[src/rtl/pce_pkg.sv]
package pce_pkg;

  typedef enum logic [1:0] {
    KIND_SPEED = 2'b00,
    KIND_LEFT  = 2'b01,
    KIND_RIGHT = 2'b10,
    KIND_ALT   = 2'b11
  } kind_e;

  typedef enum logic [1:0] {
    ST_IDLE = 2'b00,
    ST_GAP  = 2'b01,
    ST_HIGH = 2'b10
  } seq_e;

  // unit multiple as a left-shift amount
  function automatic logic [1:0] kind_shift(input kind_e k);
    case (k)
      KIND_LEFT:  kind_shift = 2'd1;
      KIND_RIGHT: kind_shift = 2'd2;
      default:    kind_shift = 2'd0;
    endcase
  endfunction

endpackage

[src/rtl/pce_rst_sync.sv]
module pce_rst_sync #(
  parameter int STAGES = 2
) (
  input  logic clk,
  input  logic rst_n,
  output logic rst_n_sync
);

  logic [STAGES-1:0] chain_q;

  always_ff @(posedge clk or negedge rst_n) begin
    if (!rst_n) chain_q <= '0;
    else        chain_q <= {chain_q[STAGES-2:0], 1'b1};
  end

  assign rst_n_sync = chain_q[STAGES-1];

endmodule

[src/rtl/pce_admit.sv]
module pce_admit
  import pce_pkg::*;
#(
  parameter int STARTUP_PULSES = 2,
  localparam int SU_W = $clog2(STARTUP_PULSES + 2)
) (
  input  logic       clk,
  input  logic       rst_n,
  input  logic       evt_stb,
  input  logic [1:0] evt_kind,
  input  logic       evt_rising,
  input  logic       evt_mute,
  input  logic       cal_done,
  input  logic       seq_idle,
  output logic       take,
  output logic [1:0] take_shift,
  output logic       overrun
);

  logic            first_q, first_d;
  logic [SU_W-1:0] su_q, su_d;
  logic            ovr_q, ovr_d;
  logic            cand, budget_ok;

  always_comb begin
    cand      = evt_stb && evt_rising && !evt_mute;
    budget_ok = cal_done || (su_q < SU_W'(STARTUP_PULSES));
    take      = cand && seq_idle && budget_ok;

    take_shift = kind_shift(kind_e'(evt_kind));
    if (!first_q) take_shift = 2'd0;

    first_d = first_q | take;

    su_d = su_q;
    if (take && !cal_done) su_d = su_q + SU_W'(1);

    ovr_d = ovr_q | (evt_stb && !seq_idle);
  end

  always_ff @(posedge clk or negedge rst_n) begin
    if (!rst_n) begin
      first_q <= 1'b0;
      su_q    <= '0;
      ovr_q   <= 1'b0;
    end else begin
      first_q <= first_d;
      su_q    <= su_d;
      ovr_q   <= ovr_d;
    end
  end

  assign overrun = ovr_q;

endmodule

[src/rtl/pce_seq.sv]
module pce_seq
  import pce_pkg::*;
#(
  parameter int GAP_TICKS  = 60,
  parameter int UNIT_TICKS = 60,
  localparam int CNT_W = $clog2(4*UNIT_TICKS + GAP_TICKS + 1)
) (
  input  logic       clk,
  input  logic       rst_n,
  input  logic       take,
  input  logic [1:0] take_shift,
  output logic       seq_idle,
  output logic       busy,
  output logic       cur_hi
);

  seq_e             st_q, st_d;
  logic [CNT_W-1:0] cnt_q, cnt_d;
  logic [1:0]       sh_q;
  logic             sh_en;
  logic [CNT_W-1:0] hi_len;

  always_comb begin
    hi_len = CNT_W'(UNIT_TICKS) << sh_q;
    st_d   = st_q;
    cnt_d  = cnt_q;
    sh_en  = 1'b0;
    case (st_q)
      ST_IDLE: begin
        if (take) begin
          st_d  = ST_GAP;
          cnt_d = CNT_W'(GAP_TICKS - 1);
          sh_en = 1'b1;
        end
      end
      ST_GAP: begin
        if (cnt_q == '0) begin
          st_d  = ST_HIGH;
          cnt_d = hi_len - CNT_W'(1);
        end else begin
          cnt_d = cnt_q - CNT_W'(1);
        end
      end
      ST_HIGH: begin
        if (cnt_q == '0) st_d = ST_IDLE;
        else             cnt_d = cnt_q - CNT_W'(1);
      end
      default: st_d = ST_IDLE;
    endcase
  end

  always_ff @(posedge clk or negedge rst_n) begin
    if (!rst_n) begin
      st_q  <= ST_IDLE;
      cnt_q <= '0;
      sh_q  <= 2'd0;
    end else begin
      st_q  <= st_d;
      cnt_q <= cnt_d;
      if (sh_en) sh_q <= take_shift;
    end
  end

  assign seq_idle = (st_q == ST_IDLE);
  assign busy     = !seq_idle;
  assign cur_hi   = (st_q == ST_HIGH);

endmodule

[src/rtl/pulse_code_enc.sv]
module pulse_code_enc #(
  parameter int GAP_TICKS      = 60,
  parameter int UNIT_TICKS     = 60,
  parameter int STARTUP_PULSES = 2
) (
  input  logic       clk,
  input  logic       rst_n,
  input  logic       evt_stb,
  input  logic [1:0] evt_kind,
  input  logic       evt_rising,
  input  logic       evt_mute,
  input  logic       cal_done,
  output logic       cur_hi,
  output logic       busy,
  output logic       overrun
);

  logic       rst_n_s;
  logic       take;
  logic [1:0] take_shift;
  logic       seq_idle;

  pce_rst_sync #(.STAGES(2)) u_rst (
    .clk        (clk),
    .rst_n      (rst_n),
    .rst_n_sync (rst_n_s)
  );

  pce_admit #(.STARTUP_PULSES(STARTUP_PULSES)) u_admit (
    .clk        (clk),
    .rst_n      (rst_n_s),
    .evt_stb    (evt_stb),
    .evt_kind   (evt_kind),
    .evt_rising (evt_rising),
    .evt_mute   (evt_mute),
    .cal_done   (cal_done),
    .seq_idle   (seq_idle),
    .take       (take),
    .take_shift (take_shift),
    .overrun    (overrun)
  );

  pce_seq #(.GAP_TICKS(GAP_TICKS), .UNIT_TICKS(UNIT_TICKS)) u_seq (
    .clk        (clk),
    .rst_n      (rst_n_s),
    .take       (take),
    .take_shift (take_shift),
    .seq_idle   (seq_idle),
    .busy       (busy),
    .cur_hi     (cur_hi)
  );

endmodule

[config.mk]
export PLATFORM = sky130hd
export DESIGN_NAME = pulse_code_enc
export DESIGN_NICKNAME = d
export VERILOG_FILES = /design/src/rtl/pce_pkg.sv /design/src/rtl/pce_rst_sync.sv /design/src/rtl/pce_admit.sv /design/src/rtl/pce_seq.sv /design/src/rtl/pulse_code_enc.sv
export SDC_FILE = /design/constraint.sdc
export NUM_CORES = 1
export LEC_CHECK = 0
export BUFFER_PORTS_ARGS = -buffer_cell sky130_fd_sc_hd__buf_4
export CAP_MARGIN = 15
export CORE_AREA = 2 2 48 50
export CTS_CLUSTER_DIAMETER = 120
export DETAILED_ROUTE_END_ITERATION = 10
export DIE_AREA = 0 0 50 52
export PLACE_DENSITY = 0.72
export SYNTH_ARGS = -nofsm -noshare
export SYNTH_HDL_FRONTEND = slang
export SYNTH_SLANG_ARGS = --single-unit
export TNS_END_PERCENT = 30
[constraint.sdc]
create_clock -name clk -period 1.35 [get_ports clk]
set_input_delay 0.3375 -clock clk [delete_from_list [all_inputs] [get_ports clk]]
set_output_delay 0.3375 -clock clk [all_outputs]
set_load 0.005 [all_outputs]
==> results of run 1 <==
-- logic make-up after synthesis --
kind of cell,synth area share [%]
DFF,42.3
and+or+nand+nor,18.4
xor gates and xnor gates,1.56
AOI/OAI and AO/OA,27.6
other,0.333
adders and majority gates,4.45
buffers and inverters,5.45
-- synthesized netlist by cell type, drive strengths merged (3+ instances only) --
| cell | n | area [um2] |
|---|---|---|
| nand2 | 13 | 48.8 |
| o21ai | 13 | 65.1 |
| inv | 10 | 37.5 |
| or3 | 4 | 25.0 |
| a22o | 5 | 45.0 |
| a21oi | 5 | 25.0 |
| o31ai | 3 | 22.5 |
| a31oi | 5 | 31.3 |
| nor3 | 4 | 20.0 |
| nor2 | 4 | 15.0 |
| ha | 4 | 50.1 |
| dfrtp | 19 | 475 |
-- cell type report --
cell class	count	area, um2	area share (%)
well taps	28	35.0	2.09
inverters	10	37.5	2.24
multi-input cells	89	681	40.6
clock buffers	3	22.5	1.34
flip-flops and latches	19	475	28.4
clock inverters	1	5.00	0.299
repair buffers	52	419	25.0
-- worst min path at each step --
| stage | from | to | depth (start not counted) |
|---|---|---|---|
| final | evt_kind[1] | u_seq.sh_q[0]$_DFFE_PN0P_ | 2 |
| after global routing | evt_kind[1] | u_seq.sh_q[0]$_DFFE_PN0P_ | 2 |
| after CTS | evt_kind[1] | u_seq.sh_q[0]$_DFFE_PN0P_ | 2 |
| after detailed placement | rst_n | u_rst.chain_q[0]$_DFF_PN0_ | 1 |
| after global placement | rst_n | u_rst.chain_q[0]$_DFF_PN0_ | 1 |
| after floorplan | rst_n | u_rst.chain_q[0]$_DFF_PN0_ | 0 |
-- power groups by stage --
stage	Clock (uW)	Sequential [uW]	Combinational [uW]
after detailed placement	0	833	1660
final	298	829	1960
after global placement	0	822	1630
after floorplan	0	885	860
after CTS	308	830	1830
after global routing	329	850	2140
-- registers in the layout, summed over array words and instances (netlist names) --
| signal | cells |
|---|---|
| u_admit.first_q | 1 |
| u_admit.overrun | 1 |
| u_seq.cnt_q | 9 |
| u_seq.st_q | 2 |
| u_rst.chain_q | 2 |
| u_seq.sh_q | 2 |
| u_admit.su_q | 2 |
-- stage by stage --
step           hold slack (ns)  util [%]  cell area, um2  setup TNS (ns)
6_report                 0.210      79.6            1680           -8.33
5_1_grt                  0.208      79.6            1680           -9.42
4_1_cts                  0.195      76.5            1610           -8.30
3_5_place_dp             0.125      71.4            1500           -9.29
3_3_place_gp             0.120      71.4            1500           -8.78
2_1_floorplan           0.0419         -            1140           -8.75
-- critical path, stage by stage, from the launching register on --
cell,delay [ns]
dfrtp_1,0.41
inv_2,0.08
ha_4,0.13
or4b_4,0.48
or3_4,0.40
o41ai_4,0.23
o21ai_1,0.11
a22o_1,0.22
-- what timing repair did --
item,CTS,global route
buffers inserted,1,2
setup endpoints to repair,14,15
pin swaps,5,6
endpoints found under the hold margin,2,0
resized for setup,20,12
hold buffers,1,0
-- layer usage --
layer | up-vias | part of all wire [%] | wire, um | GRT usage (%)
li1 | 556 | - | - | -
met1 | 564 | 41 | 1310 | 30.9
met2 | 35 | 54 | 1720 | 49.6
met3 | 6 | 3.1 | 99 | 3.74
met4 | 0 | 1.2 | 38 | 9.26
met5 | - | 0 | 0 | 0
==> metrics.txt, run 1 <==
worst setup path endpoint=u_seq.cnt_q[4]$_DFFE_PN0P_; num rows=17; initial antenna violation count=0; total gr overflow=0; Hold Fails Final Rpt=0; Final nets=187; mean post-synth cell area=~9 um2; Synth Cell Area=1120 um2; Comb power frac=between 60% and 70%; cts bufs inserted=3; CP endpoint kind=register; Max clock buf depth=2; CP Data Arrival Time=~2.4 ns; RSZ-0062 raised after global routing=true; Setup WS pre-CTS=-0.924 ns; Seq cells post-synth=19; Overall Power=3090 uW; ys flop type=dfrtp_1; RR Startpoint=u_seq.cnt_q[0]$_DFFE_PN0P_; Top Ports=11; Post-Route WL=between 3000 and 4000 um; sequential share of power=about 27%; # DRC=0; final setup fails=13; Die Height=roughly 52 um; Post-synth EDFFs=0; Setup crit start=u_seq.cnt_q[0]$_DFFE_PN0P_; P_leak=0.000755 uW; post-route ant nets=0; worst path required time=1.55 ns; headroom to the max-slew limit=66.5%; worst setup margin=-0.804 ns; pwr dens=1850 nW/um2; Starting Density=53.4%; Async S/R FF share, synth=100%; placed insts=194; syn nets=134; n_diodes=0; slew at the pin closest to its max-slew limit=0.499 ns; leading cell type in the layout, fill and taps excluded=buf_4; r2r endpoint=u_seq.cnt_q[4]$_DFFE_PN0P_; violated checks=negative setup slack; library cells used by synthesis=41; register-to-register setup slack=-0.80 ns; DRT Pass-1 Iters=4; fin crit period=approximately 2.2 ns; commonest non-fill, non-tap cells in the layout=buf_4 (44), dfrtp_1 (19), nand2_1 (13); worst r2r path cells=7; clock tree from TritonCTS=done; fill count=~120; Tot GR Track Use=about a quarter; chip width=50 um; share of cells above drive strength 1=44.8%; clock-pin slew on the worst setup and hold paths=roughly 0.11 ns; RD Place Congestion=0.875; WS Path Type=reg2reg; routed len/inst=15.7 um; Hold Crit Class=in2reg; Peak VDD IR=1.27 mV; Post-Layout Cell Count=202; maximum fanout along the worst path=7; Pint=1850 uW; largest net degree at the start of global routing=18; Initial DRC Count=36; Area Overhead vs Synth=48.9%; final worst path period share=160%; outcome=finished with violations; Clock Sink Count=19; clock share of power=9.6%; Psw=1240 uW; vias per inst=5.75; Die Area=2600 um2; H-tree lvl count=1; Max Cap Viol=0; core area=2110 um2; post-DP HPWL=2260 um; Layout Skew=0.00322 ns; Post-Syn Instances=122; max-slew violations=0; first-pass GRT wire length=5060 um; sw frac=40.2%; Port-buffer cells=10; Synth Warn #=0; sequential area share after synthesis=42.3%; startpoint type of the worst setup path=register; Skew-Pair Late Insertion Delay=0.30 ns; vias=1161; CTS Root Cell=clkbuf_4; number of global-route vias before repair=1135; Fmax achieved=approximately 0.46 GHz
Power figures use the tool's default switching activity.
==> run 2, diff against run 1 <==
--- a/config.mk
+++ b/config.mk
@@ -7,10 +7,9 @@
 export LEC_CHECK = 0
 export BUFFER_PORTS_ARGS = -buffer_cell sky130_fd_sc_hd__buf_4
 export CAP_MARGIN = 15
-export CORE_AREA = 2 2 48 50
-export CTS_CLUSTER_DIAMETER = 120
+export CORE_AREA = 5 5 51 53
 export DETAILED_ROUTE_END_ITERATION = 10
-export DIE_AREA = 0 0 50 52
+export DIE_AREA = 0 0 56 58
 export PLACE_DENSITY = 0.72
 export SYNTH_ARGS = -nofsm -noshare
 export SYNTH_HDL_FRONTEND = slang
==> metrics.txt, run 2 (same netlist as run 1, synthesis figures left out) <==
outcome=finished with violations; violated checks=negative setup slack; chip width=roughly 56 um; num rows=17; register-to-register setup slack=-0.86 ns; number of global-route vias before repair=1214; Max Cap Viol=0; Worst path slowest cell=or4b_4; P_leak=0.000744 uW; Fin Hold WS=0.192 ns; Area after DPL=1490 um2; post-route ant nets=0; startpoint type of the worst setup path=register; fill count=149; worst setup margin=-0.865 ns; worst path required time=1.56 ns; RSZ-0062 raised after global routing=true; CTS Root Cell=clkbuf_4; sequential share of power=between 20% and 30%; Tot GR Track Use=20.7%; CP Data Arrival Time=2.42 ns; share of cells above drive strength 1=42.8%; Initial DRC Count=29; CP endpoint kind=register; clock-pin slew on the worst setup and hold paths=0.12 ns; vias per inst=5.77; vias=roughly 1200; Largest stage delay, worst path=0.49 ns; largest net degree at the start of global routing=18; Layout Skew=0.00583 ns; Die Height=58 um; Final nets=186; DRT Pass-1 Iters=5; fin crit period=2.21 ns; leading cell type in the layout, fill and taps excluded=buf_4; commonest non-fill, non-tap cells in the layout=buf_4 (48), dfrtp_1 (19), nand2_1 (11); Area Overhead vs Synth=44.7%; H-tree lvl count=1; RD Place Congestion=0.946; Port-buffer cells=10; first-pass GRT wire length=roughly 5300 um; Core Util, Final=77.3%; Biggest register=u_seq.cnt_q; Die Area=3250 um2; max reg flops=9; n_diodes=0; max-slew violations=0; Clock Sink Count=19; final worst path period share=164%; cts bufs inserted=3; worst path cell trace=inv_1 > ha_2 > or4b_4 > or3_4 > o41ai_4 > o21ai_1 > a22o_1; Starting Density=53.4%; core area=approximately 2100 um2; Max clock buf depth=2; post-route setup TNS=-9.10 ns; Peak VDD IR=1.37 mV; Comb power frac=around 62%; maximum fanout along the worst path=6; initial antenna violation count=0; routed len/inst=15.3 um; Post-Route WL=about 3000 um; Pint=about 1800 uW; Hold Crit Class=reg2async; final setup fails=13; Setup WS pre-CTS=-0.965 ns; Skew-Pair Late Insertion Delay=0.31 ns; Hold Fails Final Rpt=0; sw frac=between 40% and 50%; clock tree from TritonCTS=done; Fmax achieved=0.451 GHz; design area=1630 um2; total gr overflow=0; Psw=1220 uW; Top Ports=11; clock share of power=about a tenth; WS Path Type=reg2reg; # DRC=0; pwr dens=about 1800 nW/um2; post-DP HPWL=approximately 2200 um
==> run 2: cell types whose count changed in the layout (fill, tap and decap cells not counted), moves of 2 or more <==
cell / delta
nand2_1: -2
buf_4: +4
inv_2: -2
inv_1: +2
buf_6: -5
==> run 2: layer usage <==
layer  vias to the layer above  GRT usage [%]  routed length (um)
li1                        548              -                   -
met1                       563           23.8                1310
met2                        38           36.9                1600
met3                        10           3.79                 106
met4                         0           10.2                  53
met5                         -              0                   0
==> run 2: layout make-up <==
cell class	instances	area, um2	share of cell area, %
clock inverter	1	5.00	0.307
timing repair buffer	51	393	24.1
multi-input combinational	89	659	40.5
clock buffer	3	22.5	1.38
inverter	10	37.5	2.31
tap	28	35.0	2.15
sequential	19	475	29.2
==> run 2: path summary, 6_finish.rpt <==
kind,startpoint,to,depth (start not counted)
setup / recovery,u_seq.cnt_q[1]$_DFFE_PN0P_,u_seq.cnt_q[4]$_DFFE_PN0P_,7
max in group asynchronous,rst_n,u_rst.chain_q[1]$_DFF_PN0_,2
hold / removal,u_rst.chain_q[1]$_DFF_PN0_,u_seq.cnt_q[1]$_DFFE_PN0P_,1
setup reg to reg,u_seq.cnt_q[1]$_DFFE_PN0P_,u_seq.cnt_q[4]$_DFFE_PN0P_,7
min in group clk,evt_kind[1],u_seq.sh_q[0]$_DFFE_PN0P_,2
hold reg to reg,u_rst.chain_q[1]$_DFF_PN0_,u_seq.cnt_q[1]$_DFFE_PN0P_,1
==> run 2: per-stage QoR <==
step	instances	total power, uW
finish	201	3010
global route	201	3230
CTS	199	2870
detailed placement	192	2480
global placement	192	2420
floorplan	122	1740
==> run 2: power groups by stage <==
stage               clock network [uW]  registers, uW  logic [uW]
global placement                     0            818        1600
global route                       344            850        2040
floorplan                            0            885         860
CTS                                306            821        1740
finish                             307            829        1870
detailed placement                   0            829        1650
==> run 2: what timing repair did <==
action / CTS / global route
endpoints found under the hold margin: 2 / 0
buffers inserted: 2 / 2
resized for setup: 16 / 6
pin swaps: 11 / 3
endpoints found under the setup margin: 13 / 15
hold buffers: 1 / 0
==> run 2: critical path, delay by kind of cell (launching register included) <==
family / cells / cell delay (ns)
adder cells (fa/ha/maj): 1 / 0.18
AO/OA/AOI/OAI: 3 / 0.54
flip-flops: 1 / 0.41
buffers and inverters: 1 / 0.07
AND/OR/NAND/NOR: 2 / 0.89
==> run 3, diff against run 2 <==
--- a/config.mk
+++ b/config.mk
@@ -14,4 +14,4 @@
 export SYNTH_ARGS = -nofsm -noshare
 export SYNTH_HDL_FRONTEND = slang
 export SYNTH_SLANG_ARGS = --single-unit
-export TNS_END_PERCENT = 30
+export TNS_END_PERCENT = 1
==> metrics.txt, run 3 (same netlist as run 1, synthesis figures left out) <==
num rows=17; violated checks=negative setup slack; Top Ports=11; share of cells above drive strength 1=roughly 41%; P_leak=~0.00074 uW; CP endpoint kind=register; Port-buffer cells=10; Initial DRC Count=21; max reg flops=9; WS Path Type=reg2reg; pwr dens=1830 nW/um2; final setup fails=13; Hold Fails Final Rpt=0; total gr overflow=0; Hold Crit Class=reg2async; Max Cap Viol=0; chip width=between 50 and 60 um; post-DP HPWL=2350 um; maximum fanout along the worst path=6; Area Overhead vs Synth=44.4%; Final nets=185; Clock Sink Count=19; number of global-route vias before repair=1197; Overall Power=approximately 3000 uW; CP Data Arrival Time=2.37 ns; startpoint type of the worst setup path=register; initial antenna violation count=0; clock-pin slew on the worst setup and hold paths=0.11 ns; Skew-Pair Late Insertion Delay=0.30 ns; cts bufs inserted=3; Tot GR Track Use=roughly a fifth; leading cell type in the layout, fill and taps excluded=buf_4; Max clock buf depth=2; vias=around 1200; outcome=finished with violations; Die Area=~3200 um2; post-route ant nets=0; Post-Route WL=~3100 um; Area after DPL=1510 um2; Core Util, Final=77.1%; Layout Skew=0.00371 ns; Die Height=58 um; worst path cell trace=inv_2 > ha_4 > or4b_4 > or3_4 > o41ai_4 > o21ai_1 > a22o_1; design area=between 1500 and 2000 um2; RSZ-0062 raised after global routing=true; clock tree from TritonCTS=done; max-slew violations=0; final worst path period share=160%; worst setup margin=-0.815 ns; n_diodes=0; DRT Pass-1 Iters=4; vias per inst=5.80; # DRC=0; Largest stage delay, worst path=roughly 0.47 ns; fin crit period=approximately 2.2 ns; worst path required time=1.55 ns; Starting Density=53.4%; core area=2110 um2; first-pass GRT wire length=5300 um; H-tree lvl count=1; commonest non-fill, non-tap cells in the layout=buf_4 (46), dfrtp_1 (19), nand2_1 (13); largest net degree at the start of global routing=12; post-route setup TNS=-8.74 ns; RD Place Congestion=~0.95; Biggest register=u_seq.cnt_q; Fmax achieved=0.462 GHz; Peak VDD IR=1.26 mV; routed len/inst=15.4 um; Worst path slowest cell=or4b_4; CTS Root Cell=clkbuf_4
[run 3: cell types whose count changed in the layout (fill, tap and decap cells not counted), sizes merged]
cell / change
buf: -1
[run 3: area by class of cell]
class / instances / area, um2
sequential: 19 / 475
tap: 28 / 35.0
multi-input combinational: 89 / 659
fill: 143 / 482
clock inverter: 1 / 5.00
timing repair buffer: 50 / 389
clock buffer: 3 / 22.5
inverter: 10 / 37.5
[run 3: per-layer routing]
layer  global-route usage, %  wire length, um  vias up
li1                        -                -      551
met1                    24.0             1250      561
met2                    37.9             1590       35
met3                    1.34              137       13
met4                    9.83               97        0
met5                       0                0        -
[run 3: worst paths after layout]
path,from,to,slack [ns],depth (start not counted)
worst max register to register,u_seq.cnt_q[1]$_DFFE_PN0P_,u_seq.cnt_q[4]$_DFFE_PN0P_,-0.81,7
max in group asynchronous,rst_n,u_rst.chain_q[1]$_DFF_PN0_,0.93,2
worst max-delay path,u_seq.cnt_q[1]$_DFFE_PN0P_,u_seq.cnt_q[4]$_DFFE_PN0P_,-0.81,7
min in group clk,evt_kind[1],u_seq.sh_q[0]$_DFFE_PN0P_,0.21,2
worst min-delay path,u_rst.chain_q[1]$_DFF_PN0_,u_seq.cnt_q[7]$_DFFE_PN0P_,0.18,1
worst min register to register,u_rst.chain_q[1]$_DFF_PN0_,u_seq.cnt_q[7]$_DFFE_PN0P_,0.18,1
[run 3: where the power goes]
group | internal [uW] | leakage (uW) | switching (uW)
Clock | 111 | 0.0000177 | 189
Combinational | 931 | 0.000491 | 917
Sequential | 732 | 0.000228 | 96.7
Total | 1770 | 0.000737 | 1200
[run 3: critical path, delay by kind of cell (launching register included)]
| family | cells | cell delay, ns |
|---|---|---|
| DFF | 1 | 0.42 |
| buffers and inverters | 1 | 0.08 |
| AOI/OAI and AO/OA | 3 | 0.56 |
| and+or+nand+nor | 2 | 0.87 |
| adders and majority gates | 1 | 0.13 |
[run 3: per-stage QoR]
stage / std cells / setup slack (ns) / hold WS, ns
after floorplan: 122 / -0.956 / 0.0419
after global placement: 195 / -0.908 / 0.120
after detailed placement: 195 / -0.990 / 0.123
after CTS: 200 / -0.847 / 0.185
after global routing: 200 / -0.875 / 0.181
final: 200 / -0.815 / 0.181
[run 3: what timing repair did]
action                     CTS  global route
gates resized for setup     13             8
pin swaps                    6             1
setup endpoints to repair   13            16
hold buffers                 1             0
hold endpoints to repair     2             0
setup buffers                0             0
